--- src/rtl/twm_pkg.sv ---
package twm_pkg;
  localparam int CFG_BITS = 8;
  localparam int FC_POS   = 0;
  localparam int TR_POS   = 1;
  localparam int PWR_LSB  = 2;
  localparam int PWR_W    = 3;
  localparam int SENS_POS = 5;
  localparam int TEST_POS = 6;
  localparam int OSC_POS  = 7;

  typedef enum logic [1:0] {
    MODE_IDLE = 2'b00,
    MODE_CDET = 2'b01,
    MODE_TX   = 2'b10,
    MODE_RX   = 2'b11
  } mode_e;

  typedef struct packed {
    logic rx;
    logic tx;
    logic cd;
    logic pll;
    logic refb;
    logic osc;
  } enables_t;
endpackage

--- src/rtl/twm_sync.sv ---
module twm_sync #(
  parameter int WIDTH  = 4,
  parameter int STAGES = 2
) (
  input  logic             clk,
  input  logic             rst,
  input  logic [WIDTH-1:0] d_i,
  output logic [WIDTH-1:0] q_o
);
  logic [WIDTH-1:0] stg [STAGES];

  for (genvar s = 0; s < STAGES; s++) begin : g_stg
    if (s == 0) begin : g_first
      always_ff @(posedge clk) begin
        if (rst) stg[s] <= '0;
        else     stg[s] <= d_i;
      end
    end else begin : g_next
      always_ff @(posedge clk) begin
        if (rst) stg[s] <= '0;
        else     stg[s] <= stg[s-1];
      end
    end
  end

  assign q_o = stg[STAGES-1];
endmodule

--- src/rtl/twm_capture.sv ---
module twm_capture #(
  parameter int CFG_W = 8
) (
  input  logic             clk,
  input  logic             rst,
  input  logic             sc_i,
  input  logic             sd_i,
  input  logic             de_i,
  output logic [CFG_W-1:0] cfg_o
);
  localparam int CNT_W = $clog2(CFG_W);
  localparam logic [CNT_W-1:0] LAST_IDX = CNT_W'(CFG_W - 1);

  logic             sc_q, de_q, active_q;
  logic [CNT_W-1:0] cnt_q;
  logic [CFG_W-1:0] shift_q, cfg_q;
  logic             sc_fall, de_rise, take, take_last;

  assign sc_fall   = sc_q & ~sc_i;
  assign de_rise   = ~de_q & de_i;
  assign take      = active_q & sc_fall;
  assign take_last = take && (cnt_q == LAST_IDX);

  always_ff @(posedge clk) begin
    if (rst) begin
      sc_q     <= 1'b0;
      de_q     <= 1'b0;
      active_q <= 1'b0;
      cnt_q    <= '0;
      shift_q  <= '0;
      cfg_q    <= '0;
    end else begin
      sc_q <= sc_i;
      de_q <= de_i;
      if (de_rise) begin
        active_q <= 1'b1;
        cnt_q    <= '0;
      end else if (take) begin
        shift_q <= {sd_i, shift_q[CFG_W-1:1]};
        cnt_q   <= cnt_q + 1'b1;
        if (take_last) begin
          cfg_q    <= {sd_i, shift_q[CFG_W-1:1]};
          active_q <= 1'b0;
        end else if (!de_i) begin
          active_q <= 1'b0;
        end
      end else if (!de_i) begin
        active_q <= 1'b0;
      end
    end
  end

  assign cfg_o = cfg_q;


  stop_after_last_chk: assert property (@(posedge clk) disable iff (rst)
    take_last |=> !active_q);


  atomic_commit_chk: assert property (@(posedge clk) disable iff (rst)
    !take_last |=> $stable(cfg_q));
endmodule

--- src/rtl/twm_decode.sv ---
module twm_decode
  import twm_pkg::*;
#(
  parameter int CFG_W = 8
) (
  input  logic             clk,
  input  logic             rst,
  input  logic [CFG_W-1:0] cfg_i,
  input  logic             re_i,
  output logic [1:0]       mode_o,
  output enables_t         en_o,
  output logic             carrier_o,
  output logic             thresh_o,
  output logic [PWR_W-1:0] pwr_o,
  output logic             test_o
);
  mode_e    mode_d;
  enables_t en_d;

  always_comb begin
    mode_d = mode_e'({cfg_i[TR_POS], re_i});
    en_d   = '0;
    unique case (mode_d)
      MODE_IDLE: ;
      MODE_CDET: begin en_d.cd = 1'b1; en_d.refb = 1'b1; end
      MODE_TX:   begin en_d.tx = 1'b1; en_d.pll = 1'b1; en_d.refb = 1'b1; end
      MODE_RX:   begin en_d.rx = 1'b1; en_d.pll = 1'b1; en_d.refb = 1'b1; end
      default: ;
    endcase
    en_d.osc = cfg_i[OSC_POS];
  end

  always_ff @(posedge clk) begin
    if (rst) begin
      mode_o    <= '0;
      en_o      <= '0;
      carrier_o <= 1'b0;
      thresh_o  <= 1'b0;
      pwr_o     <= '0;
      test_o    <= 1'b0;
    end else begin
      mode_o    <= mode_d;
      en_o      <= en_d;
      carrier_o <= cfg_i[FC_POS];
      thresh_o  <= cfg_i[SENS_POS];
      pwr_o     <= cfg_i[PWR_LSB +: PWR_W];
      test_o    <= cfg_i[TEST_POS];
    end
  end


  one_block_chk: assert property (@(posedge clk) disable iff (rst)
    $onehot0({en_o.rx, en_o.tx, en_o.cd}));


  pll_needs_ref_chk: assert property (@(posedge clk) disable iff (rst)
    en_o.pll |-> en_o.refb);


  standby_quiet_chk: assert property (@(posedge clk) disable iff (rst)
    (mode_o == 2'b00) |-> !(en_o.pll || en_o.refb || en_o.cd));


  osc_track_chk: assert property (@(posedge clk) disable iff (rst)
    $past(!rst) |-> (en_o.osc == $past(cfg_i[OSC_POS])));
endmodule

--- src/rtl/three_wire_mode_ctrl.sv ---
module three_wire_mode_ctrl
  import twm_pkg::*;
#(
  parameter int SYNC_STAGES = 2,
  parameter int CFG_W       = CFG_BITS
) (
  input  logic       clk,
  input  logic       rst,
  input  logic       bus_sclk_i,
  input  logic       bus_sdat_i,
  input  logic       bus_sen_i,
  input  logic       rx_req_i,
  output logic [1:0] mode_o,
  output logic       rx_en_o,
  output logic       tx_en_o,
  output logic       cdet_en_o,
  output logic       pll_en_o,
  output logic       ref_en_o,
  output logic       osc_en_o,
  output logic       carrier_sel_o,
  output logic       thresh_sel_o,
  output logic [2:0] pwr_code_o,
  output logic       test_mode_o
);
  localparam int NPINS = 4;

  logic [NPINS-1:0] pins_s;
  logic [CFG_W-1:0] cfg;
  enables_t         en;

  twm_sync #(.WIDTH(NPINS), .STAGES(SYNC_STAGES)) u_sync (
    .clk (clk),
    .rst (rst),
    .d_i ({rx_req_i, bus_sen_i, bus_sdat_i, bus_sclk_i}),
    .q_o (pins_s)
  );

  twm_capture #(.CFG_W(CFG_W)) u_cap (
    .clk   (clk),
    .rst   (rst),
    .sc_i  (pins_s[0]),
    .sd_i  (pins_s[1]),
    .de_i  (pins_s[2]),
    .cfg_o (cfg)
  );

  twm_decode #(.CFG_W(CFG_W)) u_dec (
    .clk       (clk),
    .rst       (rst),
    .cfg_i     (cfg),
    .re_i      (pins_s[3]),
    .mode_o    (mode_o),
    .en_o      (en),
    .carrier_o (carrier_sel_o),
    .thresh_o  (thresh_sel_o),
    .pwr_o     (pwr_code_o),
    .test_o    (test_mode_o)
  );

  assign rx_en_o   = en.rx;
  assign tx_en_o   = en.tx;
  assign cdet_en_o = en.cd;
  assign pll_en_o  = en.pll;
  assign ref_en_o  = en.refb;
  assign osc_en_o  = en.osc;
endmodule

--- config.mk ---
export PLATFORM = sky130hd
export DESIGN_NAME = three_wire_mode_ctrl
export DESIGN_NICKNAME = d
export VERILOG_FILES = /design/src/rtl/twm_pkg.sv /design/src/rtl/twm_sync.sv /design/src/rtl/twm_capture.sv /design/src/rtl/twm_decode.sv /design/src/rtl/three_wire_mode_ctrl.sv
export SDC_FILE = /design/constraint.sdc
export NUM_CORES = 1
export LEC_CHECK = 0
export BUFFER_PORTS_ARGS = -buffer_cell sky130_fd_sc_hd__clkbuf_2
export CORE_UTILIZATION = 58
export CTS_BUF_LIST = sky130_fd_sc_hd__clkbuf_16
export DETAILED_ROUTE_END_ITERATION = 6
export GPL_TIMING_DRIVEN = 0
export PLACE_DENSITY = 0.8
export SETUP_SLACK_MARGIN = 0.05
export SYNTH_ARGS = -nofsm -noshare
export SYNTH_HDL_FRONTEND = slang
export SYNTH_SLANG_ARGS = --single-unit
--- constraint.sdc ---
create_clock -name clk -period 2.5 [get_ports clk]
set_input_delay 0.375 -clock clk [delete_from_list [all_inputs] [get_ports clk]]
set_output_delay 0.375 -clock clk [all_outputs]
set_load 0.1 [all_outputs]
==> flow_metrics.env, run 1 <==
export IMPL_status="finished clean"
export IMPL_io_pins=20
export IMPL_io_buffers=18
export IMPL_clockBufferDepth=2
export IMPL_area_growth_pct=18.1
export IMPL_power_ir_vdd_worst_mv=0.713
export IMPL_syn_inst=123
export IMPL_clk_pin_slew_worst_paths_ns=0.05
export IMPL_arrival_ns=1.03
export IMPL_die_area_um2=2620
export IMPL_first_pass_iters=2
export IMPL_postCtsHoldBufs=0
export IMPL_first_global_vias=801
export IMPL_fp_dieH_um=51.2
export IMPL_tightestPinTransition_ns=0.541
export IMPL_final_common_cell="dfxtp_1"
export IMPL_ys_warn_count=0
export IMPL_end_kind="output pin"
export IMPL_finalClockSkew_ns=0.00127
export IMPL_worstPathRequired_ns=2.12
export IMPL_crit_chain="clkbuf_2"
export IMPL_critPathTopFamily="buffers and inverters"
export IMPL_rows=17
export IMPL_postCtsSetupBuffers=0
export IMPL_avgRoutedWirePerCell_um=11.2
export IMPL_netlist_area_um2=1400
export IMPL_powerDensity_nw_per_um2=790
export IMPL_cts_made_buffers=5
export IMPL_max_freq_mhz=711
export IMPL_antennaDiodeCount=0
export IMPL_synth_area_leaders="dfxtp_1 (61%), mux2i_1 (11%), nand2b_1 (8.5%), nor2b_1 (4.5%), inv_1 (2.7%)"
export IMPL_drc=0
export IMPL_tritoncts="done"
export IMPL_grt_max_degree=12
export IMPL_cts_sinks=43
export IMPL_drive_gt1_frac=0.197
export IMPL_avgSynthCellArea_um2=11.4
export IMPL_die_w_um=51.2
export IMPL_grt_overflow_total=0
export IMPL_num_nets_final=156
export IMPL_place_hpwl_mm=1.37
export IMPL_leakagePower_nw=0.856
export IMPL_cp_slowest_cell="clkbuf_2"
export IMPL_final_area_um2=1660
export IMPL_slew_headroom=0.641
export IMPL_vias_per_cell=4.78
export IMPL_clock_latency_ns=0.28
export IMPL_yosysTopAreaCellShare=0.614
export IMPL_rsz0062_at_grt="no"
export IMPL_fin_crit_sh=0.562
export IMPL_cts_resized=0
export IMPL_place_inst=169
export IMPL_synth_nets=131
export IMPL_start_util=0.622
export IMPL_ys_seq_area_frac=0.614
export IMPL_htree_levels=2
export IMPL_fillers=172
export IMPL_wl_mm=1.96
export IMPL_finalHoldViolCount=0
export IMPL_antenna_found_initial=0
export IMPL_maxCapViolCount=0
export IMPL_multi_input_area_um2=469
export IMPL_stdcell_count=175
export IMPL_start_kind="flip-flop"
export IMPL_ys_ff_latch=43
export IMPL_slowest_delay_ns=0.45
export IMPL_finalPower_mw=1.31
export IMPL_final_cell_mix="dfxtp_1 (43), nand2b_1 (19), clkbuf_2 (18)"
export IMPL_coreArea_um2=2250
export IMPL_setup_violations=0
export IMPL_ys_async_sr_fraction=0
export IMPL_place_congestion=0.735
export IMPL_placed_cell_area_um2=1530
export IMPL_synth_edf_count=0
export IMPL_root_buffer="clkbuf_16"
export IMPL_fin_crit_ns=1.41
export IMPL_track_usage=0.190
export IMPL_synth_top_area_cell="dfxtp_1"
export IMPL_min_path_type="in -> reg"
export IMPL_crit_type="reg -> out"
export IMPL_ys_types=21
export IMPL_drtAntennaViolNets=0
export IMPL_slew_viol_final=0
export IMPL_critPathMaxFanout=1
export IMPL_drt_iter0_markers=3
export IMPL_holdWs_ns=0.306
export IMPL_regArea_um2=861
export IMPL_finalSetupTns_ns=0
export IMPL_yosys_most_used_dff="dfxtp_1"
export IMPL_critPathBufInv=1
export IMPL_vias=836
export IMPL_grt_pass1_wl_mm=3.40
## cells in the mapped netlist, drive strengths merged (2+ instances only)
cell    instances
nand2b         19
a21oi           2
nor2b          10
clkbuf          2
ha              2
buf             3
mux2i          15
nor2            3
and3            2
nand2           6
inv            10
dfxtp          43
## state kept, by name, indices dropped and copies added, names as in the netlist, 2 cells and up
name	flops
u_cap.shift_q	7
u_sync.stg	8
u_cap.cfg_o	8
u_dec.en_o	6
u_dec.mode_o	2
u_cap.cnt_q	3
u_dec.pwr_o	3
## final cells by class
class,instances,area share
Sequential cell,43,0.520
Multi-Input combinational cell,65,0.283
Clock buffer,5,0.0755
Timing Repair Buffer,18,0.0544
Inverter,10,0.0227
Buffer,5,0.0211
Tap cell,28,0.0211
Clock inverter,1,0.00227
## worst paths after layout
kind,start,to,slack [ns],depth (start not counted)
setup reg to reg,u_cap.cnt_q[0],u_cap.cfg_o[0],1.28,5
setup / recovery,u_dec.mode_o[0],mode_o[0],1.09,1
hold reg to reg,u_sync.stg[1][3],u_dec.en_o[4],0.43,1
hold / removal,rx_req_i,u_sync.stg[0][3],0.31,2
## where the power goes
part           internal (mW)  total (mW)  leakage, nW  switching (mW)
logic                 0.0137      0.0348        0.441          0.0211
clock network          0.354       0.577       0.0669           0.223
registers              0.694       0.697        0.348         0.00267
total                   1.06        1.31        0.856           0.247
## metrics by stage
step	setup slack (ns)	utilization
after floorplan	1.22	-
after global placement	1.22	0.678
after detailed placement	1.19	0.678
after CTS	1.08	0.735
after global routing	1.05	0.735
final	1.09	0.735
## kinds of logic (layout without fill, tap and decap cells)
logic type | after synthesis | after routing | synth area share
fa+ha+maj | 2 | 2 | 0.0178
xor+xnor | 1 | 1 | 0.00625
compound gates | 2 | 2 | 0.00714
flops | 43 | 43 | 0.614
simple gates | 45 | 45 | 0.196
buf+inv | 15 | 39 | 0.0517
mux | 15 | 15 | 0.107
## layer usage
metal  vias up  track usage  part of all wire
li1        431            -                 -
met1       378        0.201              0.44
met2        21        0.307              0.49
met3         6       0.0625             0.049
met4         0        0.153             0.025
met5         -            0                 0
No activity file was read; power rests on OpenSTA's default activity.
==> run 2, diff against run 1 <==
--- a/config.mk
+++ b/config.mk
@@ -6,11 +6,11 @@
 export NUM_CORES = 1
 export LEC_CHECK = 0
 export BUFFER_PORTS_ARGS = -buffer_cell sky130_fd_sc_hd__clkbuf_2
-export CORE_UTILIZATION = 58
+export CORE_UTILIZATION = 54
 export CTS_BUF_LIST = sky130_fd_sc_hd__clkbuf_16
 export DETAILED_ROUTE_END_ITERATION = 6
 export GPL_TIMING_DRIVEN = 0
-export PLACE_DENSITY = 0.8
+export PLACE_DENSITY = 0.75
 export SETUP_SLACK_MARGIN = 0.05
 export SYNTH_ARGS = -nofsm -noshare
 export SYNTH_HDL_FRONTEND = slang
==> constraint.sdc (replaced) <==
create_clock -name clk -period 1.3 [get_ports clk]
set_input_delay 0.195 -clock clk [delete_from_list [all_inputs] [get_ports clk]]
set_output_delay 0.195 -clock clk [all_outputs]
set_load 0.1 [all_outputs]
==> run 2 against run 1 <==
Against the previous run: hold slack lost 0.18 ns; via count down 1.2%; core utilization is 5.4 points lower; worst setup slack worse by 0.99 ns; die area rose by 7.1%; clock power grew 96%; clock-buffer cell count unchanged; first-iteration DRC count rose to 4.3 times the previous value; critical path type unchanged.
==> flow_metrics.env, run 2 (synthesis results as in run 1) <==
export IMPL_status="finished clean"
export IMPL_vias_per_cell=4.61
export IMPL_wl_mm=1.83
export IMPL_setup_violations=0
export IMPL_clock_latency_ns=0.28
export IMPL_place_inst=171
export IMPL_first_global_vias=722
export IMPL_cp_slowest_cell="buf_2"
export IMPL_maxCapViolCount=0
export IMPL_stdcell_count=179
export IMPL_final_cell_mix="dfxtp_1 (41), nand2b_1 (19), buf_2 (15), mux2i_1 (15), inv_1 (11)"
export IMPL_start_kind="flip-flop"
export IMPL_multi_input_area_um2=472
export IMPL_end_kind="output pin"
export IMPL_track_usage=0.169
export IMPL_fin_crit_ns=1.19
export IMPL_r2r_start="u_cap.cnt_q[0]"
export IMPL_tritoncts="done"
export IMPL_start_util=0.571
export IMPL_hp_start="bus_sen_i"
export IMPL_power_ir_vdd_worst_mv=1.33
export IMPL_arrival_ns=1.00
export IMPL_drt_iter0_markers=13
export IMPL_avgRoutedWirePerCell_um=10.2
export IMPL_slowest_delay_ns=0.42
export IMPL_place_hpwl_mm=1.28
export IMPL_whs_endpoint="u_sync.stg[0][2]"
export IMPL_drive_gt1_frac=0.215
export IMPL_postCtsSetupBuffers=0
export IMPL_fp_dieH_um=53.0
export IMPL_hold_depth=2
export IMPL_slew_viol_final=0
export IMPL_slew_headroom=0.677
export IMPL_clk_pin_slew_worst_paths_ns=0.05
export IMPL_place_congestion=0.713
export IMPL_io_buffers=18
export IMPL_leakagePower_nw=0.870
export IMPL_grt_pass1_wl_mm=3.13
export IMPL_io_pins=20
export IMPL_coreArea_um2=2450
export IMPL_min_path_type="in -> reg"
export IMPL_critPathBufInv=1
export IMPL_antennaDiodeCount=0
export IMPL_finalClockSkew_ns=0.00175
export IMPL_finalSetupTns_ns=0
export IMPL_critPathTopFamily="buffers and inverters"
export IMPL_regArea_um2=863
export IMPL_fillers=187
export IMPL_final_common_cell="dfxtp_1"
export IMPL_die_area_um2=2810
export IMPL_num_nets_final=156
export IMPL_cts_made_buffers=5
export IMPL_max_freq_mhz=837
export IMPL_antenna_found_initial=0
export IMPL_cts_sinks=43
export IMPL_tightestPinTransition_ns=0.488
export IMPL_root_buffer="clkbuf_16"
export IMPL_rsz0062_at_grt="no"
export IMPL_crit_type="reg -> out"
export IMPL_grt_overflow_total=0
export IMPL_powerDensity_nw_per_um2=1520
export IMPL_r2r_end="u_cap.cfg_o[7]"
export IMPL_finalHoldViolCount=0
export IMPL_rows=18
export IMPL_area_growth_pct=19.2
export IMPL_die_w_um=53.0
export IMPL_drtAntennaViolNets=0
export IMPL_worstPathRequired_ns=1.11
export IMPL_htree_levels=2
export IMPL_grt_max_degree=13
export IMPL_reg2reg_depth=5
export IMPL_clockBufferDepth=2
export IMPL_reg2reg_slack_ns=0.12
export IMPL_vias=826
export IMPL_critPathMaxFanout=1
export IMPL_drc=0
export IMPL_first_pass_iters=4
export IMPL_fin_crit_sh=0.919
export IMPL_crit_chain="buf_2"
==> run 2: cell types whose count changed in the layout (fill, tap and decap cells not counted) <==
| cell | previous run | this run |
|---|---|---|
| dfxtp_1 | 43 | 41 |
| clkinv_1 | 0 | 2 |
| ha_2 | 0 | 1 |
| buf_2 | 1 | 15 |
| dfxtp_2 | 0 | 2 |
| ha_1 | 2 | 1 |
| clkbuf_2 | 18 | 4 |
==> run 2: worst max-delay path by stage <==
| stage | end | depth (start not counted) | slack (ns) | startpoint |
|---|---|---|---|---|
| finish | rx_en_o | 1 | 0.11 | u_dec.en_o[5] |
| global route | u_cap.active_q | 4 | 0.05 | u_cap.cnt_q[0] |
| CTS | rx_en_o | 1 | 0.06 | u_dec.en_o[5] |
| detailed placement | u_cap.cfg_o[7] | 5 | 0.08 | u_cap.cnt_q[0] |
| global placement | u_cap.cfg_o[1] | 5 | 0.1 | u_cap.cnt_q[0] |
| floorplan | u_cap.cfg_o[1] | 5 | 0.14 | u_cap.cnt_q[0] |
==> run 2: metal layers <==
metal,global-route usage,vias up,part of all wire
li1,-,437,-
met1,0.189,360,0.48
met2,0.245,24,0.43
met3,0.0948,5,0.065
met4,0.105,0,0.025
met5,0,-,0
==> run 2: repair_timing <==
item	4_1_cts	5_1_grt
gates resized for setup	0	17
hold buffers	0	0
endpoints found under the hold margin	0	0
setup endpoints to repair	0	23
==> run 2: stage by stage <==
| step | utilization | power, mW | worst slack (ns) | hold WS [ns] | cell area, um2 |
|---|---|---|---|---|---|
| finish | 0.681 | 2.54 | 0.106 | 0.124 | 1670 |
| global route | 0.681 | 2.64 | 0.0501 | 0.128 | 1670 |
| CTS | 0.679 | 2.57 | 0.0554 | 0.118 | 1670 |
| detailed placement | 0.623 | 1.44 | 0.0833 | 0.403 | 1530 |
| global placement | 0.623 | 1.43 | 0.0982 | 0.404 | 1530 |
| floorplan | - | 1.42 | 0.139 | 0.323 | 1400 |
==> run 2: final cells by class <==
cell class                 instances  share of cell area
tap                               30              0.0225
clock buffer                       5              0.0749
inverter                          10              0.0225
sequential                        43               0.516
buffer                             5              0.0210
clock inverter                     3             0.00674
timing repair buffer              18              0.0539
multi-input combinational         65               0.282
==> run 2: report_power, final <==
part | internal, mW | switching (mW) | total [mW]
Combinational | 0.0265 | 0.0399 | 0.0663
Clock | 0.689 | 0.440 | 1.13
Sequential | 1.34 | 0.00461 | 1.34
Total | 2.05 | 0.485 | 2.54
==> run 3, diff against run 2 <==
--- a/config.mk
+++ b/config.mk
@@ -11,6 +11,7 @@
 export DETAILED_ROUTE_END_ITERATION = 6
 export GPL_TIMING_DRIVEN = 0
 export PLACE_DENSITY = 0.75
+export RECOVER_POWER = 100
 export SETUP_SLACK_MARGIN = 0.05
 export SYNTH_ARGS = -nofsm -noshare
 export SYNTH_HDL_FRONTEND = slang
==> run 3 against run 2 <==
Against the previous run: core utilization fell by 0.15 points; combinational power fell by 0.8%; first-iteration DRC count fell by 31%; non-clock buffer count did not move.
==> flow_metrics.env, run 3 (synthesis results as in run 1) <==
export IMPL_status="finished clean"
export IMPL_vias_per_cell=4.61
export IMPL_start_kind="flip-flop"
export IMPL_slowest_delay_ns=0.45
export IMPL_clk_pin_slew_worst_paths_ns=0.05
export IMPL_tritoncts="done"
export IMPL_drive_gt1_frac=0.201
export IMPL_final_cell_mix="dfxtp_1 (41), nand2b_1 (19), mux2i_1 (15), clkbuf_2 (15), inv_1 (11)"
export IMPL_cts_made_buffers=5
export IMPL_crit_chain="clkbuf_2"
export IMPL_start_util=0.571
export IMPL_maxCapViolCount=0
export IMPL_startpoint="u_dec.en_o[5]"
export IMPL_rsz0062_at_grt="no"
export IMPL_powerDensity_nw_per_um2=1520
export IMPL_coreArea_um2=2450
export IMPL_clockBufferDepth=2
export IMPL_area_growth_pct=18.9
export IMPL_regArea_um2=863
export IMPL_first_pass_iters=4
export IMPL_critPathMaxFanout=1
export IMPL_antenna_found_initial=0
export IMPL_tightestPinTransition_ns=0.544
export IMPL_crit_cells=1
export IMPL_critPathTopFamily="buffers and inverters"
export IMPL_rows=18
export IMPL_worstPathRequired_ns=1.11
export IMPL_drtAntennaViolNets=0
export IMPL_slew_viol_final=0
export IMPL_final_common_cell="dfxtp_1"
export IMPL_finalClockSkew_ns=0.00176
export IMPL_grt_max_degree=13
export IMPL_track_usage=0.169
export IMPL_postCtsHoldBufs=0
export IMPL_finalHoldViolCount=0
export IMPL_io_pins=20
export IMPL_pre_cts_ws_ns=0.0833
export IMPL_wl_mm=1.83
export IMPL_avgRoutedWirePerCell_um=10.2
export IMPL_place_inst=171
export IMPL_num_nets_final=156
export IMPL_setup_violations=0
export IMPL_cts_sinks=43
export IMPL_fp_dieH_um=53.0
export IMPL_leakagePower_nw=0.859
export IMPL_critPathBufInv=1
export IMPL_hold_depth=2
export IMPL_reg2reg_depth=5
export IMPL_grt_pass1_wl_mm=3.13
export IMPL_root_buffer="clkbuf_16"
export IMPL_holdWs_ns=0.124
export IMPL_power_ir_vdd_worst_mv=1.33
export IMPL_cp_slowest_cell="clkbuf_2"
export IMPL_vias=825
export IMPL_die_w_um=53.0
export IMPL_place_congestion=0.713
export IMPL_grt_overflow_total=0
export IMPL_clock_latency_ns=0.28
export IMPL_drt_iter0_markers=9
export IMPL_fin_crit_ns=1.23
export IMPL_slew_headroom=0.639
export IMPL_antennaDiodeCount=0
export IMPL_crit_type="reg -> out"
export IMPL_end_kind="output pin"
export IMPL_hp_start="bus_sen_i"
export IMPL_io_buffers=18
export IMPL_min_path_type="in -> reg"
export IMPL_r2r_start="u_cap.cnt_q[0]"
export IMPL_place_hpwl_mm=1.28
export IMPL_max_freq_mhz=813
export IMPL_first_global_vias=722
export IMPL_htree_levels=2
export IMPL_fin_crit_sh=0.946
export IMPL_die_area_um2=2810
export IMPL_setup_ws_ns=0.0696
export IMPL_finalSetupTns_ns=0
export IMPL_drc=0
export IMPL_multi_input_area_um2=469
export IMPL_stdcell_count=179
export IMPL_fillers=188
export IMPL_arrival_ns=1.04
-- run 3: cell types whose count changed in the layout (fill, tap and decap cells not counted), sizes merged --
cell | before | now
buf | 17 | 5
clkbuf | 11 | 23
-- run 3: layout make-up --
cell class / instances / share of cell area
clock inverter: 3 / 0.00675
timing repair buffer: 18 / 0.0540
tap: 30 / 0.0225
sequential: 43 / 0.518
multi-input combinational: 65 / 0.281
clock buffer: 5 / 0.0750
inverter: 10 / 0.0225
buffer: 5 / 0.0203
-- run 3: where the power goes --
part / switching, mW / internal [mW]
registers: 0.00469 / 1.34
logic: 0.0397 / 0.0260
clock network: 0.442 / 0.689
total: 0.486 / 2.05
-- run 3: path summary, 6_finish.rpt --
kind                      end  slack, ns
max                   rx_en_o       0.07
min          u_sync.stg[0][2]       0.12
max reg2reg    u_cap.cfg_o[7]       0.08
min reg2reg     u_dec.en_o[4]       0.41
-- run 3: stage by stage --
stage / util / power, mW / cell area (um2)
finish: 0.679 / 2.54 / 1670
global route: 0.679 / 2.64 / 1670
CTS: 0.679 / 2.57 / 1670
detailed placement: 0.623 / 1.44 / 1530
global placement: 0.623 / 1.43 / 1530
floorplan: - / 1.42 / 1400
-- run 3: timing repair --
action / CTS / global route
setup buffers: 0 / 0
resized for setup: 0 / 17
endpoints found under the setup margin: 0 / 23
-- run 3: metal layers --
layer | wire [um] | GRT usage | up-vias
met4 | 46 | 0.105 | 0
met1 | 871 | 0.189 | 361
met2 | 799 | 0.245 | 22
met5 | 0 | 0 | -
li1 | - | - | 437
met3 | 115 | 0.0948 | 5
